<file path="config.mk">
export PLATFORM = sky130hd
export DESIGN_NAME = bsn_event_scheduler
export DESIGN_NICKNAME = d
export VERILOG_FILES = /design/src/rtl/bsn_sched_pkg.sv /design/src/rtl/bsn_sched_regs.sv /design/src/rtl/bsn_sched_cmp.sv /design/src/rtl/bsn_sched_fsm.sv /design/src/rtl/bsn_event_scheduler.sv
export SDC_FILE = /design/constraint.sdc
export NUM_CORES = 1
export LEC_CHECK = 0
export BUFFER_PORTS_ARGS = -buffer_cell sky130_fd_sc_hd__buf_2
export CAP_MARGIN = 10
export CELL_PAD_IN_SITES_DETAIL_PLACEMENT = 1
export CELL_PAD_IN_SITES_GLOBAL_PLACEMENT = 2
export CORE_MARGIN = 2
export CORE_UTILIZATION = 32
export CTS_CLUSTER_DIAMETER = 200
export CTS_CLUSTER_SIZE = 28
export DETAILED_ROUTE_END_ITERATION = 10
export PLACE_DENSITY = 0.8
export SYNTH_ARGS = -nofsm -noshare
export SYNTH_HDL_FRONTEND = slang
export SYNTH_SLANG_ARGS = --single-unit
</file>
<file path="constraint.sdc">
create_clock -name clk -period 3.6 [get_ports clk]
set_input_delay 1.08 -clock clk [delete_from_list [all_inputs] [get_ports clk]]
set_output_delay 1.08 -clock clk [all_outputs]
set_load 0.01 [all_outputs]
</file>
<file path="src/rtl/bsn_sched_pkg.sv">
package bsn_sched_pkg;

    // Control states of the scheduler
    typedef enum logic {
        SCH_IDLE  = 1'b0,
        SCH_ARMED = 1'b1
    } sch_state_e;

    // Ordering of the stream BSN relative to the target BSN
    typedef enum logic [1:0] {
        CMP_BEFORE = 2'd0,
        CMP_MATCH  = 2'd1,
        CMP_PAST   = 2'd2
    } cmp_e;

    // Register word addresses; the high word arms the scheduler
    localparam logic ADDR_LO = 1'b0;
    localparam logic ADDR_HI = 1'b1;

endpackage

</file>
<file path="src/rtl/bsn_sched_regs.sv">
module bsn_sched_regs
    import bsn_sched_pkg::*;
#(
    parameter int unsigned BSN_W  = 48,
    parameter int unsigned DATA_W = 32
) (
    input  logic              clk,
    input  logic              rst,
    input  logic              sop,
    input  logic [BSN_W-1:0]  bsn,
    input  logic              wr,
    input  logic              rd,
    input  logic              addr,
    input  logic [DATA_W-1:0] wdata,
    output logic [BSN_W-1:0]  target,
    output logic              arm_wr,
    output logic [DATA_W-1:0] rdata,
    output logic              rvalid
);
    localparam int unsigned HI_W = BSN_W - DATA_W;

    logic [DATA_W-1:0] tgt_lo;
    logic [HI_W-1:0]   tgt_hi;
    logic [BSN_W-1:0]  cur_bsn;
    logic [DATA_W-1:0] hi_word;
    logic [DATA_W-1:0] rd_mux;

    // Target BSN, loaded word by word
    always_ff @(posedge clk) begin
        if (rst) begin
            tgt_lo <= '0;
            tgt_hi <= '0;
        end else if (wr) begin
            if (addr == ADDR_LO) tgt_lo <= wdata;
            else                 tgt_hi <= wdata[HI_W-1:0];
        end
    end

    assign target = {tgt_hi, tgt_lo};
    assign arm_wr = wr && (addr == ADDR_HI);

    // Live BSN captured on each start-of-block beat
    always_ff @(posedge clk) begin
        if (rst)      cur_bsn <= '0;
        else if (sop) cur_bsn <= bsn;
    end

    // Upper word of the live BSN, zero padded to the bus width
    generate
        if (HI_W < DATA_W) begin : g_pad
            assign hi_word = {{(DATA_W-HI_W){1'b0}}, cur_bsn[BSN_W-1:DATA_W]};
            logic unused_wdata_hi;
            assign unused_wdata_hi = ^wdata[DATA_W-1:HI_W];
        end else begin : g_nopad
            assign hi_word = cur_bsn[BSN_W-1:DATA_W];
        end
    endgenerate

    assign rd_mux = (addr == ADDR_HI) ? hi_word : cur_bsn[DATA_W-1:0];

    always_ff @(posedge clk) begin
        if (rst) begin
            rdata  <= '0;
            rvalid <= 1'b0;
        end else begin
            rvalid <= rd;
            rdata  <= rd ? rd_mux : '0;
        end
    end

    assert_capture_R6: assert property (@(posedge clk) disable iff (rst)
        sop |=> (cur_bsn == $past(bsn)));
    assert_hold_R6: assert property (@(posedge clk) disable iff (rst)
        !sop |=> $stable(cur_bsn));
    assert_rvalid_R7: assert property (@(posedge clk) disable iff (rst)
        rd |=> rvalid);
    assert_rquiet_R7: assert property (@(posedge clk) disable iff (rst)
        !rd |=> !rvalid);

endmodule

</file>
<file path="src/rtl/bsn_sched_cmp.sv">
module bsn_sched_cmp
    import bsn_sched_pkg::*;
#(
    parameter int unsigned BSN_W = 48,
    parameter int unsigned SEG_W = 16
) (
    input  logic [BSN_W-1:0] stream_bsn,
    input  logic [BSN_W-1:0] target_bsn,
    output cmp_e             order
);
    localparam int unsigned NSEG  = (BSN_W + SEG_W - 1) / SEG_W;
    localparam int unsigned PAD_W = NSEG * SEG_W;

    logic [PAD_W-1:0] a_p;
    logic [PAD_W-1:0] b_p;
    logic [NSEG-1:0]  seg_eq;
    logic [NSEG-1:0]  seg_gt;
    logic             all_eq;
    logic             any_gt;

    assign a_p = PAD_W'(stream_bsn);
    assign b_p = PAD_W'(target_bsn);

    // Independent per-segment compares keep the carry chains short
    generate
        for (genvar s = 0; s < NSEG; s++) begin : g_seg
            assign seg_eq[s] = a_p[s*SEG_W +: SEG_W] == b_p[s*SEG_W +: SEG_W];
            assign seg_gt[s] = a_p[s*SEG_W +: SEG_W] >  b_p[s*SEG_W +: SEG_W];
        end
    endgenerate

    // Most significant differing segment decides the order
    always_comb begin
        logic eq_acc;
        logic gt_acc;
        eq_acc = 1'b1;
        gt_acc = 1'b0;
        for (int s = NSEG - 1; s >= 0; s--) begin
            gt_acc = gt_acc | (eq_acc & seg_gt[s]);
            eq_acc = eq_acc & seg_eq[s];
        end
        all_eq = eq_acc;
        any_gt = gt_acc;
    end

    always_comb begin
        if (all_eq)      order = CMP_MATCH;
        else if (any_gt) order = CMP_PAST;
        else             order = CMP_BEFORE;
    end

endmodule

</file>
<file path="src/rtl/bsn_sched_fsm.sv">
module bsn_sched_fsm
    import bsn_sched_pkg::*;
(
    input  logic clk,
    input  logic rst,
    input  logic sop,
    input  cmp_e order,
    input  logic arm_wr,
    output logic trig
);
    sch_state_e state;
    sch_state_e state_nxt;

    // State register
    always_ff @(posedge clk) begin
        if (rst) state <= SCH_IDLE;
        else     state <= state_nxt;
    end

    // Next state: the beat is judged first, then a high-word write arms
    always_comb begin
        state_nxt = state;
        unique case (state)
            SCH_IDLE: begin
                state_nxt = SCH_IDLE;
            end
            SCH_ARMED: begin
                if (sop && (order != CMP_BEFORE)) state_nxt = SCH_IDLE;
                else                              state_nxt = SCH_ARMED;
            end
            default: state_nxt = SCH_IDLE;
        endcase
        if (arm_wr) state_nxt = SCH_ARMED;
    end

    // Output: pulse only on the matching beat of an armed scheduler
    always_comb begin
        trig = 1'b0;
        unique case (state)
            SCH_IDLE:  trig = 1'b0;
            SCH_ARMED: trig = sop && (order == CMP_MATCH);
            default:   trig = 1'b0;
        endcase
    end

    assert_arm_R3: assert property (@(posedge clk) disable iff (rst)
        arm_wr |=> (state == SCH_ARMED));
    assert_disarm_R4: assert property (@(posedge clk) disable iff (rst)
        (trig && !arm_wr) |=> (state == SCH_IDLE));
    assert_miss_R5: assert property (@(posedge clk) disable iff (rst)
        ((state == SCH_ARMED) && sop && (order == CMP_PAST) && !arm_wr)
        |=> (state == SCH_IDLE && !trig));

endmodule

</file>
<file path="src/rtl/bsn_event_scheduler.sv">
module bsn_event_scheduler
    import bsn_sched_pkg::*;
#(
    parameter int unsigned BSN_W  = 48,
    parameter int unsigned DATA_W = 32,
    parameter int unsigned SEG_W  = 16
) (
    input  logic              clk,
    input  logic              rst,
    input  logic              blk_sop,
    input  logic [BSN_W-1:0]  blk_bsn,
    input  logic              reg_wr,
    input  logic              reg_rd,
    input  logic              reg_addr,
    input  logic [DATA_W-1:0] reg_wdata,
    output logic [DATA_W-1:0] reg_rdata,
    output logic              reg_rvalid,
    output logic              trigger
);
    logic [BSN_W-1:0] target;
    logic             arm_wr;
    cmp_e             order;

    bsn_sched_regs #(
        .BSN_W  (BSN_W),
        .DATA_W (DATA_W)
    ) u_regs (
        .clk    (clk),
        .rst    (rst),
        .sop    (blk_sop),
        .bsn    (blk_bsn),
        .wr     (reg_wr),
        .rd     (reg_rd),
        .addr   (reg_addr),
        .wdata  (reg_wdata),
        .target (target),
        .arm_wr (arm_wr),
        .rdata  (reg_rdata),
        .rvalid (reg_rvalid)
    );

    bsn_sched_cmp #(
        .BSN_W (BSN_W),
        .SEG_W (SEG_W)
    ) u_cmp (
        .stream_bsn (blk_bsn),
        .target_bsn (target),
        .order      (order)
    );

    bsn_sched_fsm u_fsm (
        .clk    (clk),
        .rst    (rst),
        .sop    (blk_sop),
        .order  (order),
        .arm_wr (arm_wr),
        .trig   (trigger)
    );

    assert_match_R4: assert property (@(posedge clk) disable iff (rst)
        trigger |-> (blk_sop && (blk_bsn == target)));
    assert_pulse_R4: assert property (@(posedge clk) disable iff (rst)
        (trigger && !arm_wr) |=> !trigger);

endmodule

</file>
==> results by stage <==
Timing:
- The max-slew violation total from the final report came to 0.
- Across all setup checks in the final design, the least slack found is -0.0850 ns.
- In the finished design, the share of the clock period the worst path needs comes to 1.02.
- The headroom to the max-slew limit is 0.358.
- The worst clock skew on the final layout is 0.00582 ns.
- The number of endpoints failing setup at the final stage is 1.
- The shortest clock period the worst path allows after layout is 3.68 ns.
- For the pin with the worst max-slew slack, the measured transition is 0.959 ns.
- The highest clock rate is 0.271 GHz.
- Adding up every negative setup slack in the final design gives -0.0850 ns.
- Final hold analysis gives a worst-case slack of 0.453 ns.
- Setup repair after global routing could not meet its margin everywhere.
- The hold violation count in the final report is 0.

Floorplan:
- The core region area is 17200 um^2.
- From bottom edge to top edge, the die measures 137 um.
- The area of the die is 18600 um^2.
- The width of the die is 137 um.
- 120 I/O pins were placed.
- The number of rows in the core area is 48.
- For this configuration, the core starts out at a cell density of 0.326.

Yosys:
- For this run, the leading register cell type out of synthesis is sky130_fd_sc_hd__dfxtp_1.
- For this run, the number of Yosys warnings is 0.
- Ranked by total cell area, the synthesized netlist is headed by sky130_fd_sc_hd__dfxtp_1 (46%), sky130_fd_sc_hd__mux2i_1 (11%), sky130_fd_sc_hd__ha_1 (11%), sky130_fd_sc_hd__nand2_1 (7.0%), sky130_fd_sc_hd__a21oi_1 (5.8%).
- The synthesized design spends more area on one cell type than any other, namely sky130_fd_sc_hd__dfxtp_1.
- The synthesized area divided by synthesized cell count is 8.88 um^2.
- The number of nets handed over by synthesis was 767.
- Yosys mapped a number of flops with a built-in enable equal to 0.
- The share of synthesized registers carrying an async set or reset is 0.
- For this run, the register share of the synthesized area comes to 0.463.
- The synthesized cell area is 5620 um^2.
- The gate count of the mapped netlist is 633.
- In this run, synthesis produced a sequential element count of 130.
- Of the post-synthesis cell area, the dominant cell type holds 0.463.
- The number of different library cells in the post-synthesis netlist is 31.

GRT:
- The final global-route overflow total is 0.
- The via count of the first global-routing pass is 5131.
- The global-route wire length before repair is 26400 um.
- The number of antenna violations at the first check in global routing is 0.
- Entering global routing, the biggest net connects 50 pins.
- The global-route usage over all layers is 0.190.

Job:
- Max-cap violations in this run came to 0.

Cells and area:
- The post-route cell area is 7610 um^2.
- After filler insertion, the fill cell instance count of the layout stands at 2000.
- From synthesis to final layout, the design area changed by 35.5%.
- For this run, the post-layout net count is 917.
- The sequential cells in the finished layout cover a total of 2600 um^2.
- Leaving out fill and tap cells, the most frequent cell in the layout is sky130_fd_sc_hd__dfxtp_1.
- The share of cells above drive strength 1 is 0.271.
- The library cells used most frequently in the layout, excluding fill and tap cells, are sky130_fd_sc_hd__dfxtp_1 (130), sky130_fd_sc_hd__buf_2 (107), sky130_fd_sc_hd__nand2_1 (105).
- Once layout is complete, the cells apart from fillers number 1023.
- The area of the multi-input gates is 2890 um^2.

Setup path:
- STA puts the critical path data required time at 2.52 ns.
- STA classifies the critical path endpoint as an output pin.
- The setup slack of the worst register-to-register path is 0.42 ns.
- The maximum fanout along the worst path is 2.
- The endpoint identified for the worst register-to-register timing path is u_fsm.state.
- The critical path is of the in2out type.
- The path depth of the worst reg2reg path is 22.
- The worst reg2reg path startpoint is u_regs.tgt_lo[22].
- The worst setup path is launched from a primary input.
- Data on the critical path arrives at its endpoint at 2.60 ns.

Pwr:
- The analysis attributes to cell leakage a power of 3.40 nW.
- For this design the ratio of total power to cell area is 497 nW/um^2.
- The relative contribution of the clock network to total power is 0.475.
- The internal portion of the total power is 2.84 mW.
- The maximum VDD drop is 0.338 mV.
- The switching part of the total power is 0.250.
- Of the total power, combinational logic draws 0.118.
- The register share of total power is 0.406.
- Summed over all nets, the switching power comes to 0.945 mW.

Placed design:
- Input and output buffers added on the ports amount to 119.
- The sum of net half-perimeters after detailed placement is 12000 um.
- Routability-driven placement finished with a final weighted congestion of 0.772.
- Counting tap cells, the placed design contains a total of 971 instances.
- After detailed placement, the total cell area comes to 6570 um^2.

Run status:
- The checks that failed: negative setup slack.
- The flow ran to the end, but the final reports show violations.

Clocking:
- In this run the clock root is driven by a sky130_fd_sc_hd__clkbuf_16.
- The number of buffers inserted for hold repair after clock tree synthesis is 0.
- For this design, the sink count on the clock tree is 130.
- In this run the deepest clock path goes through 2 buffers.
- Clock tree synthesis inserted a total of 17 buffers.
- The clock latency reported for the late side of the worst-skew pair is 0.42 ns.
- The deepest level of the CTS H-tree is 4.
- TritonCTS built the clock tree.
- The clock transition at the registers of the reported paths is 0.06 ns.

Routing:
- After the first detailed-routing iteration, the DRC count stood at 131.
- The routed length per instance is 16.8 um.
- The detailed router put a total of 7630 um of wire on met1.
- For this run, the detailed router's first-pass iteration total came to 4.
- After detailed routing, the met3 layer carries 597 um of wire.
- The post-detailed-routing wire length is 17200 um.
- For this run, design rule violations remaining after detail routing come to 0.
- The post-detailed-route count of antenna-violating nets is 0.
- The total via count in the routed design is 4856.
- The routed length on met2 is 8630 um.
- The via density per instance is 4.75.
- The uppermost layer routed is met4.

Hold path:
- The worst hold path belongs to the class reg2reg.
- The destination of the worst hold path is u_regs.tgt_lo[6].
- The startpoint of the tightest hold check path is u_regs.tgt_lo[6].
- The worst hold path stage count is 2.
-- sequential cells by signal, summed over array words and instances, names as in the netlist --
signal / flops
u_regs.cur_bsn: 48
u_regs.rvalid: 1
u_regs.tgt_hi: 16
u_fsm.state: 1
u_regs.tgt_lo: 32
u_regs.rdata: 32
-- logic make-up after synthesis --
logic type	synth area share
compound gates	0.0831
buf+inv	0.0570
flops	0.463
mux	0.114
simple gates	0.176
fa+ha+maj	0.107
-- synth_stat cells (3+ instances only) --
cell	number
sky130_fd_sc_hd__mux2i_1	64
sky130_fd_sc_hd__nand3_1	4
sky130_fd_sc_hd__nand2_1	105
sky130_fd_sc_hd__dfxtp_1	130
sky130_fd_sc_hd__ha_1	48
sky130_fd_sc_hd__a21oi_1	65
sky130_fd_sc_hd__nor3_1	3
sky130_fd_sc_hd__and2_1	17
sky130_fd_sc_hd__nand4_1	11
sky130_fd_sc_hd__buf_2	10
sky130_fd_sc_hd__nor2b_1	3
sky130_fd_sc_hd__clkbuf_1	22
sky130_fd_sc_hd__a21o_1	5
sky130_fd_sc_hd__inv_1	50
sky130_fd_sc_hd__nor2_1	70
sky130_fd_sc_hd__o21ai_0	5
sky130_fd_sc_hd__nand2b_1	4
-- through the flow --
| step | util | worst slack (ns) | power [mW] |
|---|---|---|---|
| floorplan | - | 0.105 | 1.79 |
| global placement | 0.381 | -0.384 | 1.94 |
| detailed placement | 0.381 | -0.404 | 1.97 |
| CTS | 0.439 | -0.103 | 3.82 |
| global route | 0.441 | -0.134 | 3.94 |
| finish | 0.442 | -0.0850 | 3.78 |
-- worst max-delay path: stages --
cell,delay [ns]
sky130_fd_sc_hd__buf_8,0.10
sky130_fd_sc_hd__ha_4,0.26
sky130_fd_sc_hd__nand4_1,0.23
sky130_fd_sc_hd__nor4_4,0.33
sky130_fd_sc_hd__nand3_2,0.12
sky130_fd_sc_hd__nor4_2,0.23
sky130_fd_sc_hd__buf_4,0.16
sky130_fd_sc_hd__buf_6,0.09
-- worst max path at each step --
stage                           start  slack [ns]  endpoint
after floorplan           blk_bsn[45]        0.10   trigger
after global placement    blk_bsn[22]       -0.38   trigger
after detailed placement  blk_bsn[21]       -0.40   trigger
after CTS                 blk_bsn[37]       -0.10   trigger
after global routing      blk_bsn[37]       -0.13   trigger
final                     blk_bsn[37]       -0.08   trigger
-- per-layer routing --
layer  global-route usage  vias to the layer above
li1                     -                     2394
met4               0.0723                        0
met3               0.0352                       27
met1                0.230                     2337
met2                0.331                       98
met5                    0                        -
-- power groups by stage --
stage | clock [mW] | sequential (mW) | combinational (mW)
2_1_floorplan | 0 | 1.56 | 0.229
3_3_place_gp | 0 | 1.56 | 0.380
3_5_place_dp | 0 | 1.57 | 0.399
4_1_cts | 1.84 | 1.54 | 0.444
5_1_grt | 1.90 | 1.54 | 0.498
6_report | 1.80 | 1.54 | 0.448
-- cell type report --
type / count / share of cell area
multi-input combinational: 421 / 0.379
sequential: 130 / 0.342
timing repair buffer: 163 / 0.137
clock buffer: 20 / 0.0600
tap: 225 / 0.0370
inverter: 50 / 0.0247
clock inverter: 12 / 0.0204
antenna: 2 / 0.000657
-- repair_timing --
item | in CTS | in global routing
setup buffers | 18 | 1
setup endpoints to repair | 1 | 2
resized for setup | 34 | 12
pin swaps | 19 | 11
No activity file was read; power rests on OpenSTA's default activity.
